$ cat src/rtl/sup_pkg.sv
package sup_pkg;

    typedef enum logic [1:0] {
        SRC_NONE   = 2'd0,
        SRC_SUPPLY = 2'd1,
        SRC_BUTTON = 2'd2,
        SRC_WDOG   = 2'd3
    } rst_src_e;

    typedef struct packed {
        logic supply_fault;
        logic button_press;
        logic wdog_expire;
    } rst_req_t;

    function automatic int bits_for(input int n);
        return (n < 2) ? 1 : $clog2(n + 1);
    endfunction

    function automatic int max2(input int a, input int b);
        return (a > b) ? a : b;
    endfunction

    // Supply fault outranks the short pulse sources
    function automatic rst_src_e pick_source(input rst_req_t r);
        if (r.supply_fault) return SRC_SUPPLY;
        if (r.wdog_expire)  return SRC_WDOG;
        if (r.button_press) return SRC_BUTTON;
        return SRC_NONE;
    endfunction

endpackage

$ cat src/rtl/sup_sync.sv
module sup_sync #(
    parameter int STAGES = 2,
    parameter bit INIT   = 1'b1
) (
    input  logic clk,
    input  logic rst,
    input  logic d,
    output logic q
);
    logic [STAGES-1:0] chain;

    always_ff @(posedge clk) begin
        if (rst) chain <= {STAGES{INIT}};
        else     chain <= {chain[STAGES-2:0], d};
    end

    assign q = chain[STAGES-1];
endmodule

$ cat src/rtl/sup_debounce.sv
module sup_debounce #(
    parameter int DEB_TICKS   = 4,
    parameter int SYNC_STAGES = 2
) (
    input  logic clk,
    input  logic rst,
    input  logic tick,
    input  logic raw_n,
    output logic press
);
    import sup_pkg::*;

    localparam int W = bits_for(DEB_TICKS);
    localparam logic [W-1:0] LAST = W'(DEB_TICKS - 1);

    logic         pin_n;
    logic         settled_n;
    logic [W-1:0] agree;
    logic         flip;

    sup_sync #(.STAGES(SYNC_STAGES), .INIT(1'b1)) u_sync (
        .clk(clk), .rst(rst), .d(raw_n), .q(pin_n)
    );

    assign flip  = (pin_n != settled_n) && tick && (agree == LAST);
    assign press = flip && settled_n;

    always_ff @(posedge clk) begin
        if (rst) begin
            settled_n <= 1'b1;
            agree     <= '0;
        end else if (pin_n == settled_n) begin
            agree <= '0;
        end else if (flip) begin
            settled_n <= pin_n;
            agree     <= '0;
        end else if (tick) begin
            agree <= agree + W'(1);
        end
    end
endmodule

$ cat src/rtl/sup_wdog.sv
module sup_wdog #(
    parameter int WDOG_TICKS  = 24,
    parameter int SYNC_STAGES = 2
) (
    input  logic clk,
    input  logic rst,
    input  logic tick,
    input  logic strobe,
    input  logic hold,
    output logic expire
);
    import sup_pkg::*;

    localparam int W = bits_for(WDOG_TICKS);
    localparam logic [W-1:0] LAST = W'(WDOG_TICKS - 1);

    logic         stb_s;
    logic         stb_prev;
    logic         kick;
    logic [W-1:0] elapsed;

    sup_sync #(.STAGES(SYNC_STAGES), .INIT(1'b1)) u_sync (
        .clk(clk), .rst(rst), .d(strobe), .q(stb_s)
    );

    assign kick   = stb_prev && !stb_s;
    assign expire = tick && !hold && !kick && (elapsed == LAST);

    always_ff @(posedge clk) begin
        if (rst) begin
            stb_prev <= 1'b1;
            elapsed  <= '0;
        end else begin
            stb_prev <= stb_s;
            if (hold || kick || expire) elapsed <= '0;
            else if (tick)              elapsed <= elapsed + W'(1);
        end
    end
endmodule

$ cat src/rtl/sup_stretch.sv
module sup_stretch #(
    parameter int HOLD_TICKS  = 12,
    parameter int PULSE_TICKS = 6
) (
    input  logic              clk,
    input  logic              rst,
    input  logic              tick,
    input  sup_pkg::rst_req_t req,
    output logic              active
);
    import sup_pkg::*;

    localparam int W = bits_for(max2(HOLD_TICKS, PULSE_TICKS));
    localparam logic [W-1:0] HOLD_V  = W'(HOLD_TICKS);
    localparam logic [W-1:0] PULSE_V = W'(PULSE_TICKS - 1);

    rst_src_e     src;
    logic [W-1:0] remain;

    assign src = pick_source(req);

    always_ff @(posedge clk) begin
        if (rst) begin
            active <= 1'b1;
            remain <= HOLD_V;
        end else begin
            unique case (src)
                SRC_SUPPLY: begin
                    active <= 1'b1;
                    remain <= HOLD_V;
                end
                SRC_BUTTON, SRC_WDOG: begin
                    active <= 1'b1;
                    if (!active || remain < PULSE_V) remain <= PULSE_V;
                end
                default: begin
                    if (active && tick) begin
                        if (remain == '0) active <= 1'b0;
                        else              remain <= remain - W'(1);
                    end
                end
            endcase
        end
    end
endmodule

$ cat src/rtl/sup_reset_wdog.sv
module sup_reset_wdog #(
    parameter int HOLD_TICKS  = 12,
    parameter int PULSE_TICKS = 6,
    parameter int DEB_TICKS   = 4,
    parameter int WDOG_TICKS  = 24,
    parameter int SYNC_STAGES = 2
) (
    input  logic clk,
    input  logic rst,
    input  logic tick,
    input  logic vcc_ok,
    input  logic btn_n,
    input  logic strobe,
    input  logic ce_in_n,
    input  logic pf_below,
    output logic rst_n_out,
    output logic ce_out_n,
    output logic pfail_n
);
    import sup_pkg::*;

    rst_req_t req;
    logic     active;
    logic     press;
    logic     expire;
    logic     warn_q;

    sup_debounce #(.DEB_TICKS(DEB_TICKS), .SYNC_STAGES(SYNC_STAGES)) u_deb (
        .clk(clk), .rst(rst), .tick(tick), .raw_n(btn_n), .press(press)
    );

    sup_wdog #(.WDOG_TICKS(WDOG_TICKS), .SYNC_STAGES(SYNC_STAGES)) u_wdog (
        .clk(clk), .rst(rst), .tick(tick), .strobe(strobe),
        .hold(active), .expire(expire)
    );

    always_comb begin
        req.supply_fault = !vcc_ok;
        req.button_press = press;
        req.wdog_expire  = expire;
    end

    sup_stretch #(.HOLD_TICKS(HOLD_TICKS), .PULSE_TICKS(PULSE_TICKS)) u_str (
        .clk(clk), .rst(rst), .tick(tick), .req(req), .active(active)
    );

    always_ff @(posedge clk) begin
        if (rst) warn_q <= 1'b0;
        else     warn_q <= pf_below;
    end

    assign rst_n_out = !active;
    assign ce_out_n  = ce_in_n || !vcc_ok;
    assign pfail_n   = !warn_q;
endmodule

$ cat config.mk
export PLATFORM = sky130hd
export DESIGN_NAME = sup_reset_wdog
export DESIGN_NICKNAME = d
export VERILOG_FILES = /design/src/rtl/sup_pkg.sv /design/src/rtl/sup_sync.sv /design/src/rtl/sup_debounce.sv /design/src/rtl/sup_wdog.sv /design/src/rtl/sup_stretch.sv /design/src/rtl/sup_reset_wdog.sv
export SDC_FILE = /design/constraint.sdc
export NUM_CORES = 1
export LEC_CHECK = 0
export BUFFER_PORTS_ARGS = -buffer_cell sky130_fd_sc_hd__buf_2
export CAP_MARGIN = 30
export CORE_ASPECT_RATIO = 1.4
export CORE_MARGIN = 10
export CORE_UTILIZATION = 44
export CTS_CLUSTER_DIAMETER = 40
export DETAILED_ROUTE_END_ITERATION = 16
export PLACE_DENSITY = 0.7
export SETUP_SLACK_MARGIN = 0.5
export SYNTH_ARGS = -nofsm -noshare
export SYNTH_HDL_FRONTEND = slang
export SYNTH_HIERARCHICAL = 1
export SYNTH_SLANG_ARGS = --single-unit
$ cat constraint.sdc
create_clock -name clk -period 2.3 [get_ports clk]
set_clock_uncertainty 0.15 [all_clocks]
set_input_delay 0.23 -clock clk [delete_from_list [all_inputs] [get_ports clk]]
set_output_delay 0.23 -clock clk [all_outputs]
set_load 0.02 [all_outputs]
* Word-level counts from Yosys, hierarchy flattened
Cells that the tools add are included.
** Storage, ports and cells
- Register bits after elaboration :: 20
- Latch bits :: 0
- RAM bits :: 0
- ROM bits :: 0
- Bits of input ports :: 8
- Output and inout port bits :: 3
- Word-level logic and storage cells :: 64
- Memories :: 0
** Cells by class
- Add/subtract/negate cells :: 3
- $mul :: 0
- Divide/modulo/power cells :: 0
- $lt $le $gt $ge :: 1
- Equal/unequal tests :: 9
- Shift-type cells :: 0
- Multiplexer cells :: 15
- Bitwise operators :: 1
- Reduce and logical (&&, ||, !) cells :: 26
** Operators by type and width (count)
- 2-bit two-way mux :: 6
- 4-bit two-way mux :: 3
- 1-bit logical AND :: 8
- 4-bit one-hot mux with 2 select lines :: 1
- 5-bit by 1-bit adder with 5-bit output (second input constant) :: 1
- 5-bit equality test (second input constant) :: 1
- 1-bit zero test :: 5
- 1-bit two-way mux :: 5
- 2-bit equality test (second input constant) :: 2
- 4-bit zero test :: 1
- 1-bit logical OR :: 4
- 4-bit by 3-bit < comparator with 1-bit output (second input constant) :: 1
- 2-bit AND reduction :: 2
- 2-bit OR reduction :: 2
- 4-bit OR reduction :: 1
- 4-bit by 1-bit subtractor with 4-bit output (second input constant) :: 1
- 3-bit by 1-bit adder with 3-bit output (second input constant) :: 1
- 3-bit by 2-bit equality test with 1-bit output (second input constant) :: 1
- 3-bit inequality test (second input constant) :: 1
- 3-bit AND reduction :: 1
- 3-bit nonzero test :: 1
- 3-bit OR reduction :: 1
- 2-bit by 1-bit equality test with 1-bit output (second input constant) :: 1
- 2-bit by 1-bit inequality test with 1-bit output (second input constant) :: 1
- other kinds (3) :: 3

* Depth between registers and ports, before layout
- Depth after elaboration :: 16
- Gate-level depth with buffers :: 9
- Depth with buffers taken out :: 8

* Cells and area by module
The synthesis kept the hierarchy.
** By module, submodules not included
- sup_stretch :: times used 1, cells each 42, area each 325.3 µm², seq. area each 100.1 µm²
- sup_wdog :: times used 1, cells each 28, area each 269.0 µm², seq. area each 120.1 µm²
- sup_debounce :: times used 1, cells each 21, area each 214.0 µm², seq. area each 80.1 µm²
- sup_sync :: times used 2, cells each 4, area each 52.6 µm², seq. area each 40.0 µm²
- sup_reset_wdog :: times used 1, cells each 6, area each 51.3 µm², seq. area each 20.0 µm²

* Worst setup path before layout
Ideal clock, no wire load.
- Path type :: reg2reg
- Start :: register u_wdog.elapsed[0]
- End :: register u_str.remain[2]
- Library setup time :: 0.084 ns
- Arrival :: 1.597 ns
- Required time :: 2.066 ns
- Slack :: 0.468 ns
- Cell stages (with the launch flop) :: 10
- Buffers on the path :: 1
- Period minus slack after synthesis :: 1.832 ns
- Path through :: dfxtp_1 > ha_1 > and3_4 > nand2_1 > nor3_1 > or2_1 > buf_6 > nor2_4 > and3_2 > o31ai_2
** Between the ends
- Word-level cells in the longest chain between the ends :: 11
- Elaborated cells on any way between the ends :: 18
- Those cells by class :: eq/ne (6); mux (8); reduce/logical (4)
** Ends and longest elaborated chain
- from (decl) :: line sup_wdog.sv:20 : logic [W-1:0] elapsed;
- from (signal assigned) :: line sup_wdog.sv:36 : else if (tick) elapsed <= elapsed + W'(1);
- 5-bit equality test * :: line sup_wdog.sv:27 : assign expire = tick && !hold && !kick && (elapsed == LAST);
- 1-bit logical AND * :: line sup_wdog.sv:27
- via expire :: line sup_reset_wdog.sv:25 : logic expire;
- 2-bit two-way mux :: line sup_pkg.sv:27 : if (r.wdog_expire) return SRC_WDOG;
- 2-bit two-way mux :: line sup_pkg.sv:28 : if (r.button_press) return SRC_BUTTON;
- 2-bit two-way mux :: line sup_pkg.sv:29 : return SRC_NONE;
- 2-bit two-way mux * :: line sup_pkg.sv:28
- 2-bit two-way mux * :: line sup_pkg.sv:27
- 2-bit equality test :: line sup_stretch.sv:27 : unique case (src)
- 2-bit OR reduction
- 3-bit inequality test (no line), or another cell as far along
- 3-bit AND reduction (no line)
- to (signal assigned) :: line sup_stretch.sv:39 : else remain <= remain - W'(1);
- to (decl) :: line sup_stretch.sv:18 : logic [W-1:0] remain;
The timed path passes the listed nets; every way through them passes the cells marked *. The select of a mux whose other input is x is not followed.
A chain may end at the register's enable or synchronous reset.

* Worst setup path in the final report
- Start :: register u_deb.agree[0]
- End :: register u_str.remain[3]
** Between the ends
- Word-level cells in the longest chain between the ends :: 13
- Elaborated cells on any way between the ends :: 19
- Those cells by class :: eq/ne (6); mux (8); reduce/logical (5)
** Ends and longest elaborated chain
- from (decl) :: line sup_debounce.sv:18 : logic [W-1:0] agree;
- from (signal assigned) :: line sup_debounce.sv:38 : agree <= agree + W'(1);
- 3-bit by 2-bit equality test with 1-bit output * :: line sup_debounce.sv:25 : assign flip = (pin_n != settled_n) && tick && (agree == LAST);
- 1-bit logical AND * :: line sup_debounce.sv:25
- 1-bit logical AND * :: line sup_debounce.sv:26 : assign press = flip && settled_n;
- via press :: line sup_reset_wdog.sv:24 : logic press;
- 1-bit two-way mux (2 in a row) :: line sup_pkg.sv:28
- 1-bit two-way mux :: line sup_pkg.sv:27
- 2-bit two-way mux * :: line sup_pkg.sv:29
- 2-bit two-way mux * :: line sup_pkg.sv:28
- 2-bit two-way mux * :: line sup_pkg.sv:27
- 2-bit equality test :: line sup_stretch.sv:27
- 2-bit OR reduction
- 3-bit inequality test (no line), or another cell as far along
- 3-bit AND reduction (no line)
Marked as above.

==> metrics.md <==
| Metric | Value |
|---|---|
| Starting Density | `45.4%` |
| Core Rows | `20` |
| Syn. warnings | `6` |
| RR Endpoint | `u_str/remain[3]$_SDFFE_PP1P_` |
| R2R depth | `8` |
| Die height | `75.4 um` |
| Core Util, Final | `57.1%` |
| Commonest non-fill, non-tap cell in the layout | `dfxtp_1` |
| Vias in the first global route | `795` |
| DRC Markers | `0` |
| Gate count of the mapped netlist | `105` |
| CP startpoint kind | `register` |
| Gr ovfl total | `0` |
| Global Route Usage Sum | `8.96%` |
| CP arrival | `1830 ps` |
| Max Root-Sink Buffers | `2` |
| Final ANT Viol Nets | `0` |
| Fmax | `574 MHz` |
| WL final | `1840 um` |
| RSZ-0062 raised after global routing | `yes` |
| Post-Syn Area | `965 um^2` |
| H-tree levels | `1` |
| Max_slew headroom | `74.3%` |
| Fin Setup TNS | `0 ps` |
| Syn Nets | `117` |
| Die Wd | `59.6 um` |
| Ys async rst share | `0%` |
| Leading cell types in the layout, fill and taps excluded | `16 x dfxtp_1, 11 x nor2_1, 10 x buf_2` |
| Outcome | `complete, no violations` |
| CTS root buf | `clkbuf_4` |
| RePlAce Congestion | `0.775` |
| First-pass GRT wire length | `3150 um` |
| Layout cells sized above 1 | `32.8%` |
| CTS tree | `built` |
| Clk slew on worst S/H paths | `120 ps` |
| Vias/cell | `5.26` |
| Synth Area per Inst | `9.19 um^2` |
| Main synth FF type | `dfxtp_1` |
| Hold_ws | `64.3 ps` |
| CP Capture Type | `register` |
| I/O pin count | `11` |
| Hold Path Depth | `2` |
| Final Max Slew Viols | `0` |
| Yosys reg bits | `20` |
| Endpoints failing setup | `0` |
| Synth cell types | `38` |
| Placed Area | `1030 um^2` |
| Hold WC Path Type | `in -> reg` |
| First-pass DRT Iterations | `4` |
| PwrDens | `583 nW/um^2` |
| DP Worst Slack | `289 ps` |
| Sink Count | `20` |
| WL/cell | `12.5 um` |
| Max FO, Critical Path | `5` |
| Worst Hold Path EP | `warn_q$_SDFF_PP0_` |
| Layout Nets | `138` |
| Critical Path RT | `2390 ps` |
| Seq/Total Area, Yosys | `41.5%` |
| Peak supply drop | `399 uV` |
| Detailed-route via count | `773` |
| Die area | `4490 um^2` |
| Design Area, Final | `1210 um^2` |
| Core Area | `2130 um^2` |
| Diodes inserted | `0` |
| Min cycle time layout | `1740 ps` |
| I/O Buffers | `10` |
| Final setup margin | `559 ps` |
| DP HPWL | `1260 um` |
| Largest net degree at the start of global routing | `15` |
| R2r startpoint | `u_deb/agree[0]$_SDFFE_PP0P_` |
| Syn-to-layout area delta | `25.8%` |
| Tightest Pin Transition | `385 ps` |
| Final period util | `75.7%` |
| Setup CP Type | `reg -> reg` |
| Num CTS Buffers | `3` |
| Final hold vios | `0` |
| Worst hold start | `rst` |
| R2r setup slk | `560 ps` |
| Post-synth EDFFs | `0` |
| Initial antenna violation count | `0` |
| Max_cap viols | `0` |
| Initial drt markers | `21` |
| Pleak | `0.498 nW` |
| Clk Latency, worst-skew pair | `300 ps` |
[where the power goes]
group,switching [W],internal (W),total [W]
Sequential,0.00000546,0.000354,0.000360
Combinational,0.0000319,0.0000316,0.0000635
Clock,0.000108,0.000176,0.000285
Total,0.000146,0.000562,0.000708
[critical path, stage by stage, from the launching register on]
cell     delay [ps]
dfxtp_2         360
ha_4            160
ha_4            170
nand2_4          60
nor3b_2          40
or2_4           280
buf_4           150
a22o_1          200
o21ai_1         110
[how the worst max path moves through the flow]
stage | cells past startpoint | to | slack, ps | start
3_3_place_gp | 8 | u_str/remain[2]$_SDFFE_PP1P_ | 340 | u_deb/agree[0]$_SDFFE_PP0P_
5_1_grt | 8 | u_str/remain[0]$_SDFFE_PP0P_ | 460 | u_wdog/elapsed[1]$_SDFFE_PP0P_
3_5_place_dp | 8 | u_str/remain[2]$_SDFFE_PP1P_ | 290 | u_deb/agree[0]$_SDFFE_PP0P_
2_1_floorplan | 9 | u_str/remain[2]$_SDFFE_PP1P_ | 500 | u_deb/agree[0]$_SDFFE_PP0P_
6_report | 8 | u_str/remain[3]$_SDFFE_PP1P_ | 560 | u_deb/agree[0]$_SDFFE_PP0P_
4_1_cts | 8 | u_str/remain[2]$_SDFFE_PP1P_ | 500 | u_deb/agree[0]$_SDFFE_PP0P_
[state kept, by name, indices dropped and copies added (netlist names)]
register,count
u_wdog/elapsed,5
u_str/remain,4
u_deb/agree,3
u_deb/u_sync/chain,2
u_wdog/u_sync/chain,2
u_deb/settled_n,1
u_str/active,1
u_wdog/stb_prev,1
warn_q,1
[cell usage after synthesis (2+ instances only)]
library cell | number | area share (%)
nand2b_1 | 2 | 1.3
a21oi_1 | 4 | 2.1
ha_1 | 4 | 5.2
inv_1 | 6 | 2.3
xor2_1 | 2 | 1.8
buf_6 | 2 | 2.3
xnor2_1 | 3 | 2.7
nand3_1 | 2 | 1.0
nor2b_1 | 3 | 1.9
or2_1 | 6 | 3.9
dfxtp_1 | 20 | 42
mux2i_1 | 2 | 2.1
nand2_1 | 10 | 3.9
nor3_1 | 5 | 2.6
nor2_1 | 11 | 4.3
[routing by layer]
layer / up-vias / GRT usage (%) / wire [um]
met4: 0 / 6.00 / 39
met1: 360 / 9.05 / 779
li1: 396 / - / -
met3: 4 / 1.83 / 60
met5: - / 0 / 0
met2: 13 / 16.0 / 959
[cell type report]
class / instances / area (um^2)
clock inverter: 1 / 30.0
clock buffer: 3 / 22.5
fill: 184 / 913
inverter: 6 / 22.5
multi-input combinational: 77 / 588
tap: 22 / 27.5
sequential: 20 / 405
timing repair buffer: 18 / 118
[repair_timing]
item	4_1_cts	5_1_grt
pin swaps	4	11
hold buffers	3	0
cloned	0	0
endpoints found under the hold margin	3	0
gates resized for setup	11	6
endpoints found under the setup margin	4	4
buffers inserted	3	1
[kinds of logic (layout without fill, tap and decap cells)]
family | Yosys count | after routing | synth area share (%)
XOR/XNOR | 5 | 5 | 4.54
AO/OA/AOI/OAI | 14 | 14 | 10.5
flip-flops | 20 | 20 | 41.5
buffers and inverters | 8 | 28 | 4.67
adder cells (fa/ha/maj) | 4 | 4 | 5.19
AND/OR/NAND/NOR | 52 | 52 | 31.5
multiplexers | 2 | 2 | 2.08
[per-stage QoR]
stage,cells,total power [W]
finish,147,0.000708
detailed placement,136,0.000423
CTS,146,0.000712
floorplan,105,0.000404
global placement,136,0.000421
global route,147,0.000734
(Power assumes the default switching activity.)
